`src/rtl/pow2_gate_pkg.sv`:
```
`timescale 1ns/1ps
package pow2_gate_pkg;

    // Control states of the output gate
    typedef enum logic [2:0] {
        ST_SLEEP = 3'd0,   // power-down active, divider cleared
        ST_WARM  = 3'd1,   // start-up hold-off counting
        ST_IDLE  = 3'd2,   // ready, gate closed
        ST_RUN   = 3'd3,   // gate open, divider running
        ST_DRAIN = 3'd4    // gate closed, finishing the current period
    } gate_st_e;

endpackage

```
`src/rtl/pow2_code_clamp.sv`:
```
`timescale 1ns/1ps
module pow2_code_clamp #(
    parameter int CODE_W  = 4,
    parameter int MAX_EXP = 8,
    parameter int EXP_W   = 4
) (
    input  logic [CODE_W-1:0] code_i,
    output logic [EXP_W-1:0]  exp_o
);

    localparam int CODE_MAX = (1 << CODE_W) - 1;

    // Saturation logic exists only when the code can exceed the limit
    generate
        if (CODE_MAX > MAX_EXP) begin : g_sat
            always_comb begin
                if (code_i > CODE_W'(MAX_EXP))
                    exp_o = EXP_W'(MAX_EXP);
                else
                    exp_o = EXP_W'(code_i);
            end
        end else begin : g_pass
            always_comb exp_o = EXP_W'(code_i);
        end
    endgenerate

endmodule

```
`src/rtl/pow2_warm_timer.sv`:
```
`timescale 1ns/1ps
module pow2_warm_timer #(
    parameter int HOLD_TICKS = 1024
) (
    input  logic clk_i,
    input  logic rst_ni,
    input  logic count_i,
    output logic done_o
);

    localparam int TW = (HOLD_TICKS > 2) ? $clog2(HOLD_TICKS) : 1;
    localparam logic [TW-1:0] LAST = TW'(HOLD_TICKS - 1);

    logic [TW-1:0] cnt_q;

    always_ff @(posedge clk_i or negedge rst_ni) begin
        if (!rst_ni)
            cnt_q <= '0;
        else if (!count_i)
            cnt_q <= '0;
        else if (cnt_q != LAST)
            cnt_q <= cnt_q + TW'(1);
    end

    always_comb done_o = count_i && (cnt_q == LAST);

endmodule

```
`src/rtl/pow2_divider.sv`:
```
`timescale 1ns/1ps
module pow2_divider #(
    parameter int EXP_W   = 4,
    parameter int MAX_EXP = 8
) (
    input  logic             clk_i,
    input  logic             rst_ni,
    input  logic             run_i,
    input  logic [EXP_W-1:0] code_i,
    output logic             phase_o,
    output logic             rise_next_o,
    output logic [EXP_W-1:0] code_o
);

    localparam int CNT_W = (MAX_EXP > 0) ? MAX_EXP : 1;

    logic [CNT_W-1:0] cnt_q;
    logic             phase_q;
    logic [EXP_W-1:0] code_q;
    logic [CNT_W:0]   span;
    logic [CNT_W:0]   last;
    logic             at_last;

    // Half period in ticks is 2^code; the counter wraps at span-1
    always_comb begin
        span    = (CNT_W+1)'(1) << code_q;
        last    = span - (CNT_W+1)'(1);
        at_last = ({1'b0, cnt_q} == last);
    end

    always_ff @(posedge clk_i or negedge rst_ni) begin
        if (!rst_ni) begin
            cnt_q   <= '0;
            phase_q <= 1'b0;
            code_q  <= '0;
        end else if (!run_i) begin
            // stopped: parked in a low phase, code follows the input
            cnt_q   <= '0;
            phase_q <= 1'b0;
            code_q  <= code_i;
        end else if (at_last) begin
            cnt_q   <= '0;
            phase_q <= ~phase_q;
            // a new code is taken only at the falling boundary
            if (phase_q)
                code_q <= code_i;
        end else begin
            cnt_q <= cnt_q + CNT_W'(1);
        end
    end

    always_comb begin
        phase_o     = phase_q;
        rise_next_o = at_last && !phase_q;
        code_o      = code_q;
    end

endmodule

```
`src/rtl/pow2_gate_fsm.sv`:
```
`timescale 1ns/1ps
module pow2_gate_fsm
    import pow2_gate_pkg::*;
(
    input  logic     clk_i,
    input  logic     rst_ni,
    input  logic     wake_i,
    input  logic     gate_open_i,
    input  logic     warm_done_i,
    input  logic     rise_next_i,
    output gate_st_e state_o,
    output logic     run_o,
    output logic     warm_o,
    output logic     live_o
);

    gate_st_e state_q;
    gate_st_e state_d;

    // Next-state logic
    always_comb begin
        state_d = state_q;
        if (!wake_i) begin
            state_d = ST_SLEEP;
        end else begin
            unique case (state_q)
                ST_SLEEP: state_d = ST_WARM;
                ST_WARM: begin
                    if (warm_done_i)
                        state_d = gate_open_i ? ST_RUN : ST_IDLE;
                end
                ST_IDLE: begin
                    if (gate_open_i)
                        state_d = ST_RUN;
                end
                ST_RUN: begin
                    if (!gate_open_i)
                        state_d = ST_DRAIN;
                end
                ST_DRAIN: begin
                    if (gate_open_i)
                        state_d = ST_RUN;
                    else if (rise_next_i)
                        state_d = ST_IDLE;
                end
                default: state_d = ST_SLEEP;
            endcase
        end
    end

    // State register
    always_ff @(posedge clk_i or negedge rst_ni) begin
        if (!rst_ni)
            state_q <= ST_WARM;
        else
            state_q <= state_d;
    end

    // Outputs
    always_comb begin
        state_o = state_q;
        run_o   = (state_d == ST_RUN) || (state_d == ST_DRAIN);
        warm_o  = (state_q == ST_WARM);
        live_o  = (state_q == ST_RUN) || (state_q == ST_DRAIN);
    end

endmodule

```
`src/rtl/pow2_div_gate.sv`:
```
`timescale 1ns/1ps
module pow2_div_gate
    import pow2_gate_pkg::*;
#(
    parameter int CODE_W         = 4,
    parameter int MAX_EXP        = 8,
    parameter int STARTUP_CYCLES = 512
) (
    input  logic              clk_i,
    input  logic              rst_ni,
    input  logic              wake_i,
    input  logic              ena_pin_i,
    input  logic              pin_gate_i,
    input  logic              park_low_i,
    input  logic [CODE_W-1:0] code_i,
    output logic              div_clk_o,
    output logic              pad_en_o
);

    // One tick is half a master period
    localparam int HOLD_TICKS = 2 * STARTUP_CYCLES;
    localparam int EXP_W      = $clog2(MAX_EXP + 1);

    logic             gate_open;
    logic [EXP_W-1:0] sat_code;
    logic [EXP_W-1:0] act_code;
    logic             phase;
    logic             rise_next;
    logic             warm_done;
    logic             div_run;
    logic             warm_cnt;
    logic             live;
    gate_st_e         state_q;

    always_comb gate_open = ena_pin_i || !pin_gate_i;

    pow2_code_clamp #(
        .CODE_W (CODE_W),
        .MAX_EXP(MAX_EXP),
        .EXP_W  (EXP_W)
    ) u_clamp (
        .code_i(code_i),
        .exp_o (sat_code)
    );

    pow2_warm_timer #(
        .HOLD_TICKS(HOLD_TICKS)
    ) u_warm (
        .clk_i  (clk_i),
        .rst_ni (rst_ni),
        .count_i(warm_cnt),
        .done_o (warm_done)
    );

    pow2_divider #(
        .EXP_W  (EXP_W),
        .MAX_EXP(MAX_EXP)
    ) u_div (
        .clk_i      (clk_i),
        .rst_ni     (rst_ni),
        .run_i      (div_run),
        .code_i     (sat_code),
        .phase_o    (phase),
        .rise_next_o(rise_next),
        .code_o     (act_code)
    );

    pow2_gate_fsm u_fsm (
        .clk_i      (clk_i),
        .rst_ni     (rst_ni),
        .wake_i     (wake_i),
        .gate_open_i(gate_open),
        .warm_done_i(warm_done),
        .rise_next_i(rise_next),
        .state_o    (state_q),
        .run_o      (div_run),
        .warm_o     (warm_cnt),
        .live_o     (live)
    );

    // Output stage: the pad value comes straight from the phase flop,
    // which the divider clears whenever it is stopped
    always_comb begin
        div_clk_o = phase;
        pad_en_o  = live || park_low_i;
    end

endmodule

```
`config.mk`:
```
export PLATFORM = sky130hd
export DESIGN_NAME = pow2_div_gate
export DESIGN_NICKNAME = d
export VERILOG_FILES = /design/src/rtl/pow2_gate_pkg.sv /design/src/rtl/pow2_code_clamp.sv /design/src/rtl/pow2_warm_timer.sv /design/src/rtl/pow2_divider.sv /design/src/rtl/pow2_gate_fsm.sv /design/src/rtl/pow2_div_gate.sv
export SDC_FILE = /design/constraint.sdc
export NUM_CORES = 1
export LEC_CHECK = 0
export BUFFER_PORTS_ARGS = -buffer_cell sky130_fd_sc_hd__buf_2
export CORE_MARGIN = 4
export CORE_UTILIZATION = 47
export DETAILED_ROUTE_END_ITERATION = 6
export GPL_ROUTABILITY_DRIVEN = 1
export GPL_TIMING_DRIVEN = 0
export PLACE_DENSITY = 0.65
export SLEW_MARGIN = 5
export SYNTH_ARGS = -nofsm -noshare
export SYNTH_HDL_FRONTEND = slang
export SYNTH_SLANG_ARGS = --single-unit
export TNS_END_PERCENT = 20
```
`constraint.sdc`:
```
create_clock -name clk_i -period 2.7 [get_ports clk_i]
set_input_delay 0 -clock clk_i [delete_from_list [all_inputs] [get_ports clk_i]]
set_output_delay 0 -clock clk_i [all_outputs]
set_load 0.05 [all_outputs]
```
==> results.md, run 1 <==
* Outcome: complete, but fails checks
* Failing checks: negative setup slack
* H-Tree Level Count at 1
* CTS sink cnt at 26
* Comb pwr share at 0.178
* CP Data Arrival Time at 2.88 ns
* Reg2Reg Setup Slack at -0.02 ns
* Clock power share at 0.365
* Hold path cells at 4
* CTS Buffer Depth at 2
* Antenna Cells at 0
* Lkg Pwr at 0.000914 uW
* First-pass GRT wire length at 6.88 mm
* Commonest cells post-synth: nor2_1 (38), dfrtp_1 (25), nand2_1 (13)
* Endpoint, Worst Hold: u_div.code_o[1]$_DFFE_PN0P_
* TNS Setup at -0.0490 ns
* # rows at 21
* Kind of critical path: register to register
* CTS tree: built
* Starting Density at 0.502
* Number of buffers created by CTS at 3
* Min Hold Slack at 0.0889 ns
* Initial antenna violation count at 0
* Worst Setup End Kind: register
* Normalized max-slew margin at 0.608
* Pins Over Slew Limit at 0
* Boundary pin count at 12
* Fmax at 367 MHz
* Worst Slack Setup Final at -0.0244 ns
* Total track usage at 0.191
* Count of input and output buffers at 11
* Core box area at 3440 um2
* Post-synth net total at 215
* Synthesized area at 1730 um2
* End of the worst register-to-register path: u_div.code_o[3]$_DFFE_PN0P_
* Vias per std cell at 5.61
* Largest net degree at the start of global routing at 27
* WP data required at 2.85 ns
* RSZ-0062 raised after global routing: true
* Area leader, netlist: dfrtp_1
* Gpl congestion at 0.836
* Clk_lat worst skew at 0.27 ns
* Final wirelength at 3.98 mm
* Synth Area per Inst at 8.55 um2
* Clock root cell: clkbuf_8
* Final Critical Period at 2.72 ns
* Routed Antenna Nets at 0
* Layout cells sized above 1 at 0.240
* Synth area leaders: dfrtp_1 (36%), nor2_1 (8.3%), xnor2_1 (4.1%)
* Die area at 4710 um2
* Setup violators final at 4
* NetSw at 215 uW
* Max-cap violations at 0
* Clock slew at reported path FFs at 0.09 ns
* Syn-to-layout area delta at 26.7%
* Pwr dens at 405 nW/um2
* Worst Setup Start Kind: register
* Peak VDD IR at 0.169 mV
* Cell depth of the worst flop-to-flop path at 10
* Worst Min Path Start: code_i[1]
* Dpl hpwl at 2.64 mm
* Clock Skews at 0.00370 ns
* Period utilization at 1.01
* Grt total ovfl at 0
* Cell variety after synth at 49
* Post-synthesis cell count at 202
* Yosys warns at 0
* Via count at 1564
* Reg power frac at 0.457
* Chip height at 68.6 um
* Seq cells post-synth at 26
* Internal power at 672 uW
* Pre-Repair DR Iteration Count at 4
* Max FO, Critical Path at 5
* Worst Hold Class: primary input to register
* Post-synth EDFFs at 0
* Most used DFF post-synth: dfrtp_1
* # fillers at 277
* Most frequent cell after synthesis: nor2_1
* Sequential area share after synthesis at 0.378
* # DRC at 0
* Die width at 68.6 um
* Vias in the first global route at 1537
* Iteration-0 DRC Markers at 113
* Synth top area share at 0.362
* Async S/R FF share, synth at 1.00
* Final nets at 247
* Hold violation count in the final report at 0
* Sw frac at 0.243
* Worst reg2reg path startpoint: u_div.code_o[2]$_DFFE_PN0P_
* Routed WL per cell at 14.3 um
* Worst Max-Slew Pin Slew at 0.588 ns
==> worst max-delay path, stage by stage (launching register included) <==
cell       delay [ns]
dfrtp_1          0.43
clkbuf_16        0.16
nor2_4           0.10
nand3_2          0.10
ha_4             0.20
or3_4            0.42
a21o_1           0.21
a211oi_4         0.26
a211o_1          0.19
o31a_1           0.22
mux2_1           0.34
==> routing by layer <==
layer | global-route usage | wire (um)
met5 | 0 | 0
met4 | 0.0670 | 52
met3 | 0.0292 | 203
met2 | 0.330 | 2070
met1 | 0.240 | 1650
==> cell families after synthesis <==
| logic type | Yosys count | synth area share |
|---|---|---|
| mux | 3 | 0.0188 |
| fa+ha+maj | 3 | 0.0217 |
| simple gates | 102 | 0.297 |
| xor+xnor | 14 | 0.0710 |
| buf+inv | 15 | 0.0428 |
| flops | 26 | 0.378 |
| compound gates | 39 | 0.171 |
==> layout make-up <==
cell class	count	area, um2	share of cell area
Timing Repair Buffer	28	190	0.0869
Tap cell	46	57.6	0.0263
Clock inverter	1	30.0	0.0137
Buffer	7	81.3	0.0372
Clock buffer	3	41.3	0.0189
Multi-Input combinational cell	161	1110	0.507
Inverter	7	26.3	0.0120
Sequential cell	26	653	0.298
==> sequential cells by signal, indices dropped and copies added (netlist names) <==
signal,count
u_div.phase_o,1
u_div.cnt_q,8
u_fsm.state_o,3
u_div.code_o,4
u_warm.cnt_q,10
==> through the flow <==
stage / power [uW] / util / instances / worst slack, ns / instance area [um2]
2_1_floorplan: 489 / - / 202 / 0.0112 / 1760
3_3_place_gp: 516 / 0.543 / 259 / -0.173 / 1870
3_5_place_dp: 521 / 0.543 / 259 / -0.242 / 1870
4_1_cts: 879 / 0.619 / 273 / 0.00990 / 2130
5_1_grt: 933 / 0.636 / 279 / -0.0845 / 2190
6_report: 887 / 0.636 / 279 / -0.0244 / 2190
==> power by group through the flow <==
stage | combinational, uW | clock (uW) | sequential [uW]
after detailed placement | 108 | 0 | 413
final | 158 | 324 | 405
after CTS | 145 | 331 | 404
after global placement | 103 | 0 | 413
after global routing | 172 | 355 | 407
after floorplan | 78.0 | 0 | 411
==> repair_timing <==
item | 4_1_cts | 5_1_grt
setup endpoints to repair | 12 | 15
buffers inserted | 7 | 7
hold endpoints to repair | 28 | 0
hold buffers | 3 | 0
pin swaps | 7 | 10
resized for setup | 18 | 8
==> how the worst max path moves through the flow <==
stage / start / end / slack (ns) / cells past startpoint
finish: u_div.code_o[2]$_DFFE_PN0P_ / u_div.code_o[3]$_DFFE_PN0P_ / -0.02 / 10
global route: u_div.code_o[0]$_DFFE_PN0P_ / u_div.code_o[3]$_DFFE_PN0P_ / -0.08 / 10
CTS: u_div.code_o[2]$_DFFE_PN0P_ / u_div.code_o[2]$_DFFE_PN0P_ / 0.01 / 11
detailed placement: u_div.code_o[2]$_DFFE_PN0P_ / u_div.code_o[3]$_DFFE_PN0P_ / -0.24 / 12
global placement: u_div.code_o[2]$_DFFE_PN0P_ / u_div.code_o[3]$_DFFE_PN0P_ / -0.17 / 12
floorplan: u_div.code_o[2]$_DFFE_PN0P_ / u_div.code_o[0]$_DFFE_PN0P_ / 0.01 / 11
==> layout by cell type (no fill, tap or decap), types with 3 or more instances in the layout <==
| cell | instances |
|---|---|
| nand2_1 | 12 |
| xor2_1 | 6 |
| dfrtp_1 | 24 |
| xnor2_1 | 8 |
| and3_1 | 4 |
| buf_2 | 11 |
| nor2_1 | 36 |
| nand2b_1 | 9 |
| nor3_1 | 5 |
| clkbuf_8 | 3 |
| inv_1 | 6 |
| o21ai_0 | 5 |
| nor4_1 | 4 |
| buf_6 | 3 |
| a21oi_1 | 7 |
| dlygate4sd3_1 | 3 |
| buf_4 | 14 |
| nand3_1 | 9 |
| nand3b_1 | 3 |
| a221o_1 | 3 |
| a31oi_1 | 3 |
Note: power is estimated with default switching activity, not from simulation.
==> run 2: changes to the inputs <==
--- a/config.mk
+++ b/config.mk
@@ -11,7 +11,7 @@
 export DETAILED_ROUTE_END_ITERATION = 6
 export GPL_ROUTABILITY_DRIVEN = 1
 export GPL_TIMING_DRIVEN = 0
-export PLACE_DENSITY = 0.65
+export PLACE_DENSITY = 0.7
 export SLEW_MARGIN = 5
 export SYNTH_ARGS = -nofsm -noshare
 export SYNTH_HDL_FRONTEND = slang
==> run 2 against run 1 <==
Clock power down 3%. Global-route usage decreased by 1.9 points. Largest power group unchanged. Via count fell by 5.4%. Register-to-register slack barely moved. The run still ends with negative setup slack left. Cell count shrank 3.9%. Total power shrank 3.2%. Worst hold slack improved by 0.0060 ns.
==> results.md, run 2 (synthesized netlist as in run 1, its figures left out) <==
* Outcome: complete, but fails checks
* Failing checks: negative setup slack
* Initial antenna violation count at 0
* Cell depth of the worst flop-to-flop path at 11
* Pins Over Slew Limit at 0
* Antenna Cells at 0
* Layout cells sized above 1 at 0.198
* Normalized max-slew margin at 0.604
* Max-cap violations at 0
* Grt total ovfl at 0
* Max reg flops at 10
* Reg power frac at 0.473
* H-Tree Level Count at 1
* Post-layout util at 0.610
* Clock root cell: clkbuf_8
* Worst Slack Setup Final at -0.0219 ns
* Comb pwr share at 0.161
* Period utilization at 1.01
* Internal power at 659 uW
* Routed Antenna Nets at 0
* Number of buffers created by CTS at 3
* Pwr dens at 409 nW/um2
* # rows at 21
* Starting Density at 0.502
* Max FO, Critical Path at 10
* CP Data Arrival Time at 2.88 ns
* Worst Min Path Start: code_i[1]
* Routed WL per cell at 13.2 um
* Kind of critical path: register to register
* Syn-to-layout area delta at 21.5%
* Die area at 4710 um2
* Via count at 1480
* Peak VDD IR at 0.245 mV
* Most frequent cells in the layout: nor2_1 (37), dfrtp_1 (24), buf_2 (12)
* RSZ-0062 raised after global routing: true
* Count of input and output buffers at 11
* Worst Max-Slew Pin Slew at 0.594 ns
* Setup violators final at 4
* Chip height at 68.6 um
* Clk_lat worst skew at 0.26 ns
* WP data required at 2.85 ns
* Vias in the first global route at 1413
* Largest net degree at the start of global routing at 27
* Sw frac at 0.233
* End of the worst register-to-register path: u_div.code_o[2]$_DFFE_PN0P_
* NetSw at 200 uW
* Worst Setup Start Kind: register
* Register bank with the most flops: u_warm.cnt_q
* Clock power share at 0.366
* Final Critical Period at 2.72 ns
* Fmax at 367 MHz
* Die width at 68.6 um
* Worst reg2reg path startpoint: u_div.code_o[2]$_DFFE_PN0P_
* Final nets at 236
* Lkg Pwr at 0.000858 uW
* CTS tree: built
* CTS Buffer Depth at 2
* Vias per std cell at 5.52
* Total track usage at 0.172
* Final wirelength at 3.54 mm
* # DRC at 0
* First-pass GRT wire length at 6.21 mm
* Worst Hold Class: primary input to register
* Gpl congestion at 0.836
* Min Hold Slack at 0.0949 ns
* Pre-Repair DR Iteration Count at 4
* Endpoint, Worst Hold: u_div.code_o[1]$_DFFE_PN0P_
* Clock slew at reported path FFs at 0.09 ns
* Boundary pin count at 12
* Core box area at 3440 um2
* Most common cell after layout, fill and taps aside: nor2_1
* Reg2Reg Setup Slack at -0.02 ns
* CTS sink cnt at 26
* Clock Skews at 0.00266 ns
* Worst Setup End Kind: register
* Dpl hpwl at 2.42 mm
* Hold violation count in the final report at 0
* Hold path cells at 4
* Iteration-0 DRC Markers at 77
[run 2: cell types whose count changed in the layout (fill, tap and decap cells not counted)]
cell / delta
inv_2: -1
buf_4: -12
nand2_1: -1
nand2_2: +1
nor2_1: +1
clkbuf_4: +1
buf_8: -1
inv_1: +1
clkbuf_8: +1
nor2_2: -1
buf_2: +1
buf_6: -1
[run 2: repair_timing]
item,CTS,global route
pin swaps,6,1
gates resized for setup,16,4
endpoints found under the setup margin,12,15
endpoints found under the hold margin,28,0
setup buffers,2,0
hold buffers,3,0
[run 2: power groups by stage]
stage	sequential, uW	clock (uW)	combinational [uW]
after global placement	413	0	106
after global routing	408	344	152
final	406	315	138
after detailed placement	413	0	107
after floorplan	411	0	78.0
after CTS	406	330	136
[run 2: worst max-delay path by stage]
stage | startpoint | to | slack [ns] | cells past startpoint
after floorplan | u_div.code_o[2]$_DFFE_PN0P_ | u_div.code_o[0]$_DFFE_PN0P_ | 0.01 | 11
after global placement | u_div.code_o[2]$_DFFE_PN0P_ | u_div.code_o[3]$_DFFE_PN0P_ | -0.21 | 12
after detailed placement | u_div.code_o[2]$_DFFE_PN0P_ | u_div.code_o[0]$_DFFE_PN0P_ | -0.23 | 12
after CTS | u_div.code_o[2]$_DFFE_PN0P_ | u_div.cnt_q[5]$_DFF_PN0_ | -0.009 | 11
after global routing | u_div.code_o[2]$_DFFE_PN0P_ | u_div.code_o[3]$_DFFE_PN0P_ | -0.15 | 12
final | u_div.code_o[2]$_DFFE_PN0P_ | u_div.code_o[2]$_DFFE_PN0P_ | -0.02 | 11
[run 2: layout make-up]
class | instances | area (um2)
fill | 293 | 1340
multi-input combinational | 161 | 1110
sequential | 26 | 653
timing repair buffer | 16 | 100
buffer | 8 | 81.3
tap | 46 | 57.6
clock buffer | 3 | 41.3
clock inverter | 1 | 30.0
inverter | 7 | 26.3
[run 2: metal layers]
layer  GRT usage  routed length, um
met1       0.214               1720
met2       0.300               1690
met3      0.0243                 82
met4      0.0645                 46
met5           0                  0
[run 2: worst max-delay path: stages (launching register included)]
cell and delay [ns]:
dfrtp_1 0.38, buf_6 0.14, clkbuf_16 0.17, nor2_4 0.12, nand3_2 0.11, ha_4 0.19, or3_4 0.35, a21oi_4 0.15
a211oi_4 0.06, a211o_1 0.30, o31a_1 0.30, a221o_1 0.35
[run 2: stage by stage]
| stage | setup slack, ns | std cells | setup TNS [ns] | area, um2 | power [uW] |
|---|---|---|---|---|---|
| after global routing | -0.146 | 268 | -0.736 | 2100 | 903 |
| after global placement | -0.212 | 259 | -1.89 | 1870 | 519 |
| after detailed placement | -0.232 | 259 | -2.09 | 1870 | 520 |
| after floorplan | 0.0112 | 202 | 0 | 1760 | 489 |
| after CTS | -0.00938 | 268 | -0.0172 | 2090 | 871 |
| final | -0.0219 | 268 | -0.0560 | 2100 | 859 |
